[src/rtl/irq_pkg.sv]
package irq_pkg;
  typedef enum logic [1:0] {
    EDGE_NONE = 2'b00,
    EDGE_RISE = 2'b01,
    EDGE_FALL = 2'b10,
    EDGE_BOTH = 2'b11
  } edge_sel_e;
endpackage

[src/rtl/irq_pin_edge.sv]
module irq_pin_edge #(
  parameter int N_PIN = 7
) (
  input  logic                  clk_i,
  input  logic                  rst_ni,
  input  logic [N_PIN-1:0]      pin_i,
  input  logic [N_PIN-1:0][1:0] edge_sel_i,
  output logic [N_PIN-1:0]      hit_o
);
  for (genvar g = 0; g < N_PIN; g++) begin : g_pin
    logic s1_q, s2_q, prev_q;
    always_ff @(posedge clk_i or negedge rst_ni) begin
      if (!rst_ni) begin
        s1_q   <= 1'b0;
        s2_q   <= 1'b0;
        prev_q <= 1'b0;
      end else begin
        s1_q   <= pin_i[g];
        s2_q   <= s1_q;
        prev_q <= s2_q;
      end
    end
    assign hit_o[g] = (edge_sel_i[g][0] & s2_q & ~prev_q) |
                      (edge_sel_i[g][1] & ~s2_q & prev_q);

    p_hit_needs_sel_r8: assert property (@(posedge clk_i) disable iff (!rst_ni)
      hit_o[g] |-> (edge_sel_i[g] != irq_pkg::EDGE_NONE));
  end
endmodule

[src/rtl/irq_flag_bank.sv]
module irq_flag_bank #(
  parameter int N_SRC = 8
) (
  input  logic             clk_i,
  input  logic             rst_ni,
  input  logic [N_SRC-1:0] set_i,
  input  logic [N_SRC-1:0] clr_i,
  output logic [N_SRC-1:0] flags_o
);
  logic [N_SRC-1:0] flag_q;

  always_ff @(posedge clk_i or negedge rst_ni) begin
    if (!rst_ni) flag_q <= '0;
    else         flag_q <= (flag_q & ~clr_i) | set_i;  // set beats clear
  end
  assign flags_o = flag_q;

  for (genvar g = 0; g < N_SRC; g++) begin : g_chk
    p_sticky_r9: assert property (@(posedge clk_i) disable iff (!rst_ni)
      (flags_o[g] && !clr_i[g]) |=> flags_o[g]);
    p_set_wins_r9: assert property (@(posedge clk_i) disable iff (!rst_ni)
      set_i[g] |=> flags_o[g]);
    p_clear_r9: assert property (@(posedge clk_i) disable iff (!rst_ni)
      (clr_i[g] && !set_i[g]) |=> !flags_o[g]);
  end
endmodule

[src/rtl/irq_arbiter.sv]
module irq_arbiter #(
  parameter int N_SRC  = 8,
  parameter int PRIO_W = 3,
  localparam int ID_W  = $clog2(N_SRC)
) (
  input  logic                          clk_i,
  input  logic                          rst_ni,
  input  logic [N_SRC-1:0]              req_i,
  input  logic [N_SRC-1:0][PRIO_W-1:0]  prio_i,
  output logic                          valid_o,
  output logic [ID_W-1:0]               id_o
);
  logic [PRIO_W-1:0] best;

  always_comb begin
    valid_o = 1'b0;
    id_o    = '0;
    best    = '1;
    for (int i = 0; i < N_SRC; i++) begin
      // strict compare keeps the lower index on a tie
      if (req_i[i] && (!valid_o || prio_i[i] < best)) begin
        valid_o = 1'b1;
        id_o    = i[ID_W-1:0];
        best    = prio_i[i];
      end
    end
  end

  p_win_is_req_r6: assert property (@(posedge clk_i) disable iff (!rst_ni)
    valid_o |-> req_i[id_o]);
  p_idle_r6: assert property (@(posedge clk_i) disable iff (!rst_ni)
    (req_i == '0) |-> !valid_o);
endmodule

[src/rtl/irq_qualify.sv]
module irq_qualify #(
  parameter int N_SRC  = 8,
  parameter int PRIO_W = 3,
  localparam int N_PIN = N_SRC - 1,
  localparam int TIMER_IDX = N_SRC - 1,
  localparam int ID_W  = $clog2(N_SRC)
) (
  input  logic              clk_i,
  input  logic              rst_ni,
  input  logic [N_PIN-1:0]  pin_i,
  input  logic              tick_i,
  input  logic [PRIO_W:0]   cur_lvl_i,
  input  logic              arm_we_i,
  input  logic [N_SRC-1:0]  arm_wdata_i,
  input  logic              en_we_i,
  input  logic [N_SRC-1:0]  en_wdata_i,
  input  logic              mask_we_i,
  input  logic              mask_wdata_i,
  input  logic              thr_we_i,
  input  logic [PRIO_W-1:0] thr_wdata_i,
  input  logic              prio_we_i,
  input  logic [ID_W-1:0]   prio_idx_i,
  input  logic [PRIO_W-1:0] prio_wdata_i,
  input  logic              edge_we_i,
  input  logic [ID_W-1:0]   edge_idx_i,
  input  logic [1:0]        edge_wdata_i,
  input  logic              clr_we_i,
  input  logic [N_SRC-1:0]  clr_wdata_i,
  output logic [N_SRC-1:0]  flags_o,
  output logic              take_o,
  output logic [ID_W-1:0]   take_id_o
);
  import irq_pkg::*;

  logic [N_SRC-1:0]             arm_q, en_q;
  logic                         mask_q;
  logic [PRIO_W-1:0]            thr_q;
  logic [N_SRC-1:0][PRIO_W-1:0] prio_q;
  logic [N_PIN-1:0][1:0]        edge_q;
  logic [N_PIN-1:0]             pin_hit;
  logic [N_SRC-1:0]             flags, qual;

  always_ff @(posedge clk_i or negedge rst_ni) begin
    if (!rst_ni) begin
      arm_q  <= '0;
      en_q   <= '0;
      mask_q <= 1'b1;
      thr_q  <= '0;
      prio_q <= '0;
      for (int i = 0; i < N_PIN; i++) edge_q[i] <= EDGE_RISE;
    end else begin
      if (arm_we_i)  arm_q  <= arm_wdata_i;
      if (en_we_i)   en_q   <= en_wdata_i;
      if (mask_we_i) mask_q <= mask_wdata_i;
      if (thr_we_i)  thr_q  <= thr_wdata_i;
      if (prio_we_i) prio_q[prio_idx_i] <= prio_wdata_i;
      if (edge_we_i && int'(edge_idx_i) < N_PIN) edge_q[edge_idx_i] <= edge_wdata_i;
    end
  end

  irq_pin_edge #(.N_PIN(N_PIN)) u_pins (
    .clk_i, .rst_ni, .pin_i, .edge_sel_i(edge_q), .hit_o(pin_hit)
  );

  irq_flag_bank #(.N_SRC(N_SRC)) u_flags (
    .clk_i, .rst_ni,
    .set_i  ({tick_i, pin_hit}),
    .clr_i  (clr_we_i ? clr_wdata_i : '0),
    .flags_o(flags)
  );
  assign flags_o = flags;

  for (genvar g = 0; g < N_SRC; g++) begin : g_qual
    localparam bit BYPASS_EN = (g == TIMER_IDX);
    logic en_ok, thr_ok, lvl_ok;
    assign en_ok  = BYPASS_EN ? 1'b1 : en_q[g];
    assign thr_ok = (thr_q == '0) || (prio_q[g] < thr_q);
    assign lvl_ok = {1'b0, prio_q[g]} < cur_lvl_i;
    assign qual[g] = flags[g] & arm_q[g] & en_ok & ~mask_q & thr_ok & lvl_ok;
  end

  irq_arbiter #(.N_SRC(N_SRC), .PRIO_W(PRIO_W)) u_arb (
    .clk_i, .rst_ni, .req_i(qual), .prio_i(prio_q),
    .valid_o(take_o), .id_o(take_id_o)
  );

  p_mask_blocks_r3: assert property (@(posedge clk_i) disable iff (!rst_ni)
    mask_q |-> !take_o);
  p_needs_flag_arm_r1: assert property (@(posedge clk_i) disable iff (!rst_ni)
    take_o |-> (flags_o[take_id_o] && arm_q[take_id_o]));
  p_beats_level_r1: assert property (@(posedge clk_i) disable iff (!rst_ni)
    take_o |-> ({1'b0, prio_q[take_id_o]} < cur_lvl_i));
  p_threshold_r4: assert property (@(posedge clk_i) disable iff (!rst_ni)
    (take_o && thr_q != '0) |-> (prio_q[take_id_o] < thr_q));
endmodule

[config.mk]
export PLATFORM = sky130hd
export DESIGN_NAME = irq_qualify
export DESIGN_NICKNAME = d
export VERILOG_FILES = /design/src/rtl/irq_pkg.sv /design/src/rtl/irq_pin_edge.sv /design/src/rtl/irq_flag_bank.sv /design/src/rtl/irq_arbiter.sv /design/src/rtl/irq_qualify.sv
export SDC_FILE = /design/constraint.sdc
export NUM_CORES = 1
export LEC_CHECK = 0
export BUFFER_PORTS_ARGS = -buffer_cell sky130_fd_sc_hd__buf_4
export CAP_MARGIN = 20
export CORE_MARGIN = 10
export CORE_UTILIZATION = 55
export CTS_CLUSTER_DIAMETER = 100
export CTS_CLUSTER_SIZE = 14
export DETAILED_ROUTE_END_ITERATION = 8
export PLACE_DENSITY = 0.87
export SETUP_SLACK_MARGIN = 0.02
export SLEW_MARGIN = 20
export SYNTH_ARGS = -nofsm -noshare
export SYNTH_HDL_FRONTEND = slang
export SYNTH_SLANG_ARGS = --single-unit
[constraint.sdc]
create_clock -name clk_i -period 17.7 [get_ports clk_i]
set_input_delay 0.885 -clock clk_i [delete_from_list [all_inputs] [get_ports clk_i]]
set_output_delay 0.885 -clock clk_i [all_outputs]
set_load 0.005 [all_outputs]
==> results.ini, run 1 <==
[run_status]
outcome=completed

[power_and_ir_drop]
peakVddDrop_v=0.0000845
p_leak_nw=2.74
power.density_nw_per_um2=96.4

[hold_path]
hold_path_depth=0
min_path_type=reg -> reg

[critical_path]
r2r_cells=2
cp_slowest_cell=a21oi_1
worst_ep_required_time_ps=16820
r2r_slack_ps=16730
slowest_delay_ps=430
start_kind=primary input
end_kind=primary output
cp.arrival_ps=11090
critical_path_class=in -> out
worstPathMaxFanout=11
crit_top_cell=ha_1

[floorplanning]
initial_core_util_pct=56.0
core_um2=9200
die-area_um2=13600
dieWidth_um=117
io_pins=72
chipHeight_um=117
rows=35

[final_layout]
n_antenna_cell=0
most-common-layout-cells=dfrtp_1, buf_4, mux2_2
post-route-util_pct=65.2
area_delta_synth_final_pct=16.5
nets=665
drive_above_1_share_pct=27.8
layout_commonest_cell=dfrtp_1

[sta]
grt_setup_unrepaired=no
setup_viol=0
tightest_slew_ps=744
period_minus_slack_ps=11970
relSlewSlack_pct=50.4
period_share_pct=67.7
fin_skew_ps=13.7
fmax_mhz=83.5
hold_violations=0
tns_ps=0
drv_slew=0

[global_routing]
grt_pass1_wl_um=20300
grt_pass1_vias=4305
overflow=0
grt_max_degree=87
antenna_found_initial=0
track_usage_pct=18.4

[clock_tree]
root_buffer=clkbuf_8
cts.sink_count=86
numCtsBuffers=9
worstSkewPairLatency_ps=350
cts_max_path_buffers=2
ctsHoldBuffers=0
ctsResizeCount=0
cts_max_level=3
post-cts-setup-buffers=0
cts_tree=done
clk_pin_slew_ps=70

[synth]
syn_area_per_cell_um2=10.6
async_flop_share_pct=100
synth_edf_count=0
synth_cell_types=65
synth_area_leaders=dfrtp_1, mux2_2, ha_1
ys_seq_elements=86
syn_area_um2=5150
yosysTopAreaCell=dfrtp_1
seq_area_frac_synth_pct=42.0
syn-num-nets=589
synth_top_area_share_pct=37.9
ys_warn_count=0
synth-main-ff-cell=dfrtp_1
synth_cells=488

[placed_design]
routabilityCongestion=0.918
io_buffers=70
dpl.hpwl_um=10000

[route]
viasPerCell=6.09
drt_iter0_drc=213
vias=4139
antenna_left=0
wl_per_cell_um=18.3
routed_wl_um=12500
drcViolationCount=0
firstDrtPassIters=4

[job]
max_cap_violations=0

power breakdown:
| group | internal, W | switching, W |
|---|---|---|
| combinational | 0.0000865 | 0.0000863 |
| clock | 0.0000795 | 0.0000635 |
| sequential | 0.000229 | 0.0000336 |
| total | 0.000395 | 0.000183 |
registers in the layout, summed over array words and instances, names as in the netlist:
register and cells:
thr_q 3, en_q 7, edge_q 14, u_flags.flags_o 8, prio_q 24, mask_q 1, u_pins.g_pin.s2_q 7, u_pins.g_pin.prev_q 7
u_pins.g_pin.s1_q 7, arm_q 8
cells by family (layout without fill, tap and decap cells):
family	Yosys count	count (layout)	share of synthesized area, %
mux	54	54	11.8
buf+inv	28	109	2.19
simple gates	141	141	14.6
flops	86	86	42.0
fa+ha+maj	44	44	10.5
compound gates	135	135	18.8
Yosys cell counts, types with 8 or more instances:
library cell and n:
nor3_1 9, nand2_1 44, nand2b_1 17, dfrtp_1 78, dfstp_2 8, a21o_1 12
inv_1 23, o21ai_0 28, a21oi_1 32, mux2_2 50, ha_1 41, nor2_1 24
through the flow:
step                setup WS, ps  instance area, µm²  instances  hold WS (ps)  total power [W]
floorplan                   7330                5150        488           331         0.000369
global placement            6220                5790        664           332         0.000421
detailed placement          5810                5790        664           335         0.000437
CTS                         5780                6000        680           351         0.000580
global route                4910                6000        680           361         0.000614
finish                      5730                6000        680           349         0.000578
final timing paths:
path                                           startpoint                             end
setup / recovery                             cur_lvl_i[1]                    take_id_o[0]
hold / removal             u_pins.g_pin[3].s1_q$_DFF_PN0_  u_pins.g_pin[3].s2_q$_DFF_PN0_
setup reg to reg                     thr_q[1]$_DFFE_PN0P_            thr_q[1]$_DFFE_PN0P_
hold reg to reg            u_pins.g_pin[3].s1_q$_DFF_PN0_  u_pins.g_pin[3].s2_q$_DFF_PN0_
max in group asynchronous                          rst_ni           prio_q[9]$_DFFE_PN0P_
min in group asynchronous                          rst_ni            arm_q[6]$_DFFE_PN0P_
per-layer routing:
metal	wire length (µm)	up-vias	part of all wire, %	GRT usage (%)
met5	0	-	0	0
met3	678	21	5.4	3.29
met4	194	0	1.6	6.92
met2	6380	129	51	32.3
met1	5210	2019	42	22.0
li1	-	1970	-	-
cell type report:
class	count	area [µm²]
Timing Repair Buffer	70	529
Inverter	23	86.3
Tap cell	111	139
Sequential cell	86	2160
Clock inverter	4	72.6
Clock buffer	12	135
Fill cell	706	3200
Multi-Input combinational cell	374	2880
worst max-delay path, delay by kind of cell:
family	cells	cell delay, ps
compound gates	19	3880
mux	4	1330
fa+ha+maj	8	1930
buf+inv	8	920
simple gates	12	2130
Power figures use the tool's default switching activity.
==> run 2: changes to the inputs <==
--- a/config.mk
+++ b/config.mk
@@ -8,11 +8,11 @@
 export BUFFER_PORTS_ARGS = -buffer_cell sky130_fd_sc_hd__buf_4
 export CAP_MARGIN = 20
 export CORE_MARGIN = 10
-export CORE_UTILIZATION = 55
+export CORE_UTILIZATION = 52
 export CTS_CLUSTER_DIAMETER = 100
 export CTS_CLUSTER_SIZE = 14
 export DETAILED_ROUTE_END_ITERATION = 8
-export PLACE_DENSITY = 0.87
+export PLACE_DENSITY = 0.86
 export SETUP_SLACK_MARGIN = 0.02
 export SLEW_MARGIN = 20
 export SYNTH_ARGS = -nofsm -noshare
==> constraint.sdc (replaced) <==
create_clock -name clk_i -period 9.99 [get_ports clk_i]
set_input_delay 0.4995 -clock clk_i [delete_from_list [all_inputs] [get_ports clk_i]]
set_output_delay 0.4995 -clock clk_i [all_outputs]
set_load 0.005 [all_outputs]
==> run 2 against run 1 <==
Compared with the run above: utilization rose by 2.0 points; cell area rose by 9.1%; largest cell class unchanged; clock power rose by 120%; register-to-register slack got worse by 7700 ps; final cell count rose by 8.4%; largest power group unchanged; wire length rose by 13%; sequential share of layout area fell by 3.0 points; highest routed layer unchanged; worst setup slack got worse by 5600 ps.
==> results.ini, run 2 (synthesized netlist as in run 1, its figures left out) <==
[run_status]
outcome=completed

[global_routing]
track_usage_pct=19.1
use_met2_pct=34.4
grt_pass1_wl_um=22600
grt_pass1_vias=4776
overflow=0
grt_use_met1_pct=21.7
antenna_found_initial=0
busiest_layer=met2
met3_usage_pct=3.52
grt_max_degree=87

[floorplanning]
chipHeight_um=120
die-area_um2=14300
io_pins=72
rows=36
dieWidth_um=120
core_um2=9730
initial_core_util_pct=52.9

[final_layout]
nets=700
largest_register_ffs=24
num-fill-cells=709
drive_above_1_share_pct=37.3
reg.largest.list=prio_q x24, edge_q x14
n_antenna_cell=0
most-common-layout-cells=buf_4, dfrtp_1, mux2_2
layout_commonest_cell=buf_4
largest-register=prio_q
area_delta_synth_final_pct=27.1

[power_and_ir_drop]
p_leak_nw=2.97
peakVddDrop_v=0.000145
power.density_nw_per_um2=174

[route]
viasPerCell=6.04
vias=4452
antenna_left=0
routed_wl_um=14100
drcViolationCount=0
firstDrtPassIters=5
drt_iter0_drc=252
wl_per_cell_um=19.1

[critical_path]
worst_ep_required_time_ps=9490
r2r_slack_ps=9020
r2r_start=prio_q[1]$_DFFE_PN0P_
crit_end=take_id_o[0]
slowest_delay_ps=510
cp.arrival_ps=9390
worstPathMaxFanout=3
critical_path_class=reg -> out
crit_top_cell=ha_1
r2r_end=prio_q[1]$_DFFE_PN0P_
startpoint=prio_q[1]$_DFFE_PN0P_
r2r_cells=3
end_kind=primary output
start_kind=flop
cp_slowest_cell=or4_4

[clock_tree]
root_buffer=clkbuf_8
numCtsBuffers=9
clk_pin_slew_ps=80
cts_tree=done
cts_max_path_buffers=2
worstSkewPairLatency_ps=350
cts_max_level=3
cts.sink_count=86

[sta]
setup_viol=0
hold_violations=0
relSlewSlack_pct=50.5
period_minus_slack_ps=9890
period_share_pct=99.0
drv_slew=0
grt_setup_unrepaired=yes
fmax_mhz=101
tightest_slew_ps=742
fin_skew_ps=8.88
tns_ps=0
whs_ps=188

[placed_design]
dpl.hpwl_um=10500
io_buffers=70
routabilityCongestion=0.924

[hold_path]
min_path_type=in -> async

[job]
max_cap_violations=0

## run 2: power breakdown
group / internal, W / switching, W / total (W) / leakage, nW
sequential: 0.000406 / 0.0000650 / 0.000471 / 1.01
clock: 0.000192 / 0.000122 / 0.000314 / 0.131
combinational: 0.000182 / 0.000175 / 0.000357 / 1.83
## run 2: area by class of cell
cell class / instances / area [µm²] / share of cell area, %
Tap cell: 133 / 166 / 2.54
Multi-Input combinational cell: 374 / 3080 / 47.0
Timing Repair Buffer: 105 / 792 / 12.1
Inverter: 23 / 86.3 / 1.32
Clock inverter: 6 / 134 / 2.05
Clock buffer: 10 / 128 / 1.95
Sequential cell: 86 / 2160 / 33.0
## run 2: how the worst min path moves through the flow
stage                                     end  slack (ps)  cells past startpoint                           start
3_3_place_gp   u_pins.g_pin[6].s2_q$_DFF_PN0_         330                      0  u_pins.g_pin[6].s1_q$_DFF_PN0_
5_1_grt                  arm_q[7]$_DFFE_PN0P_         230                      1                          rst_ni
2_1_floorplan            arm_q[0]$_DFFE_PN0P_         200                      0                          rst_ni
6_report       u_pins.g_pin[5].s1_q$_DFF_PN0_         190                      1                          rst_ni
3_5_place_dp   u_pins.g_pin[6].s2_q$_DFF_PN0_         340                      0  u_pins.g_pin[6].s1_q$_DFF_PN0_
4_1_cts        u_pins.g_pin[6].s1_q$_DFF_PN0_         240                      1                        pin_i[6]
## run 2: stage by stage
step	power (W)	area [µm²]	std cells	util (%)	setup WS (ps)
after CTS	0.00112	6360	727	65.4	39.8
after global routing	0.00121	6540	737	67.3	-338
after global placement	0.000755	5950	704	61.2	331
after detailed placement	0.000784	5950	704	61.2	27.4
final	0.00114	6540	737	67.3	104
after floorplan	0.000654	5150	488	-	388
## run 2: layer usage
metal / part of all wire [%] / wire (µm) / vias to the layer above
met5: 0 / 0 / -
met4: 2.2 / 311 / 0
met3: 5.4 / 754 / 30
met2: 53 / 7440 / 165
met1: 40 / 5560 / 2213
li1: - / - / 2044
## run 2: what timing repair did
item,in CTS,in global routing
gates resized for setup,20,22
buffers inserted,7,10
endpoints found under the setup margin,3,3
hold buffers,0,0
pin swaps,10,19
## run 2: critical path: cells and delay by family, from the launching register on
family,cells,cell delay [ps]
AOI/OAI and AO/OA,19,2960
adders and majority gates,8,2160
buffers and inverters,5,360
DFF,1,420
muxes,4,1090
and+or+nand+nor,12,2010
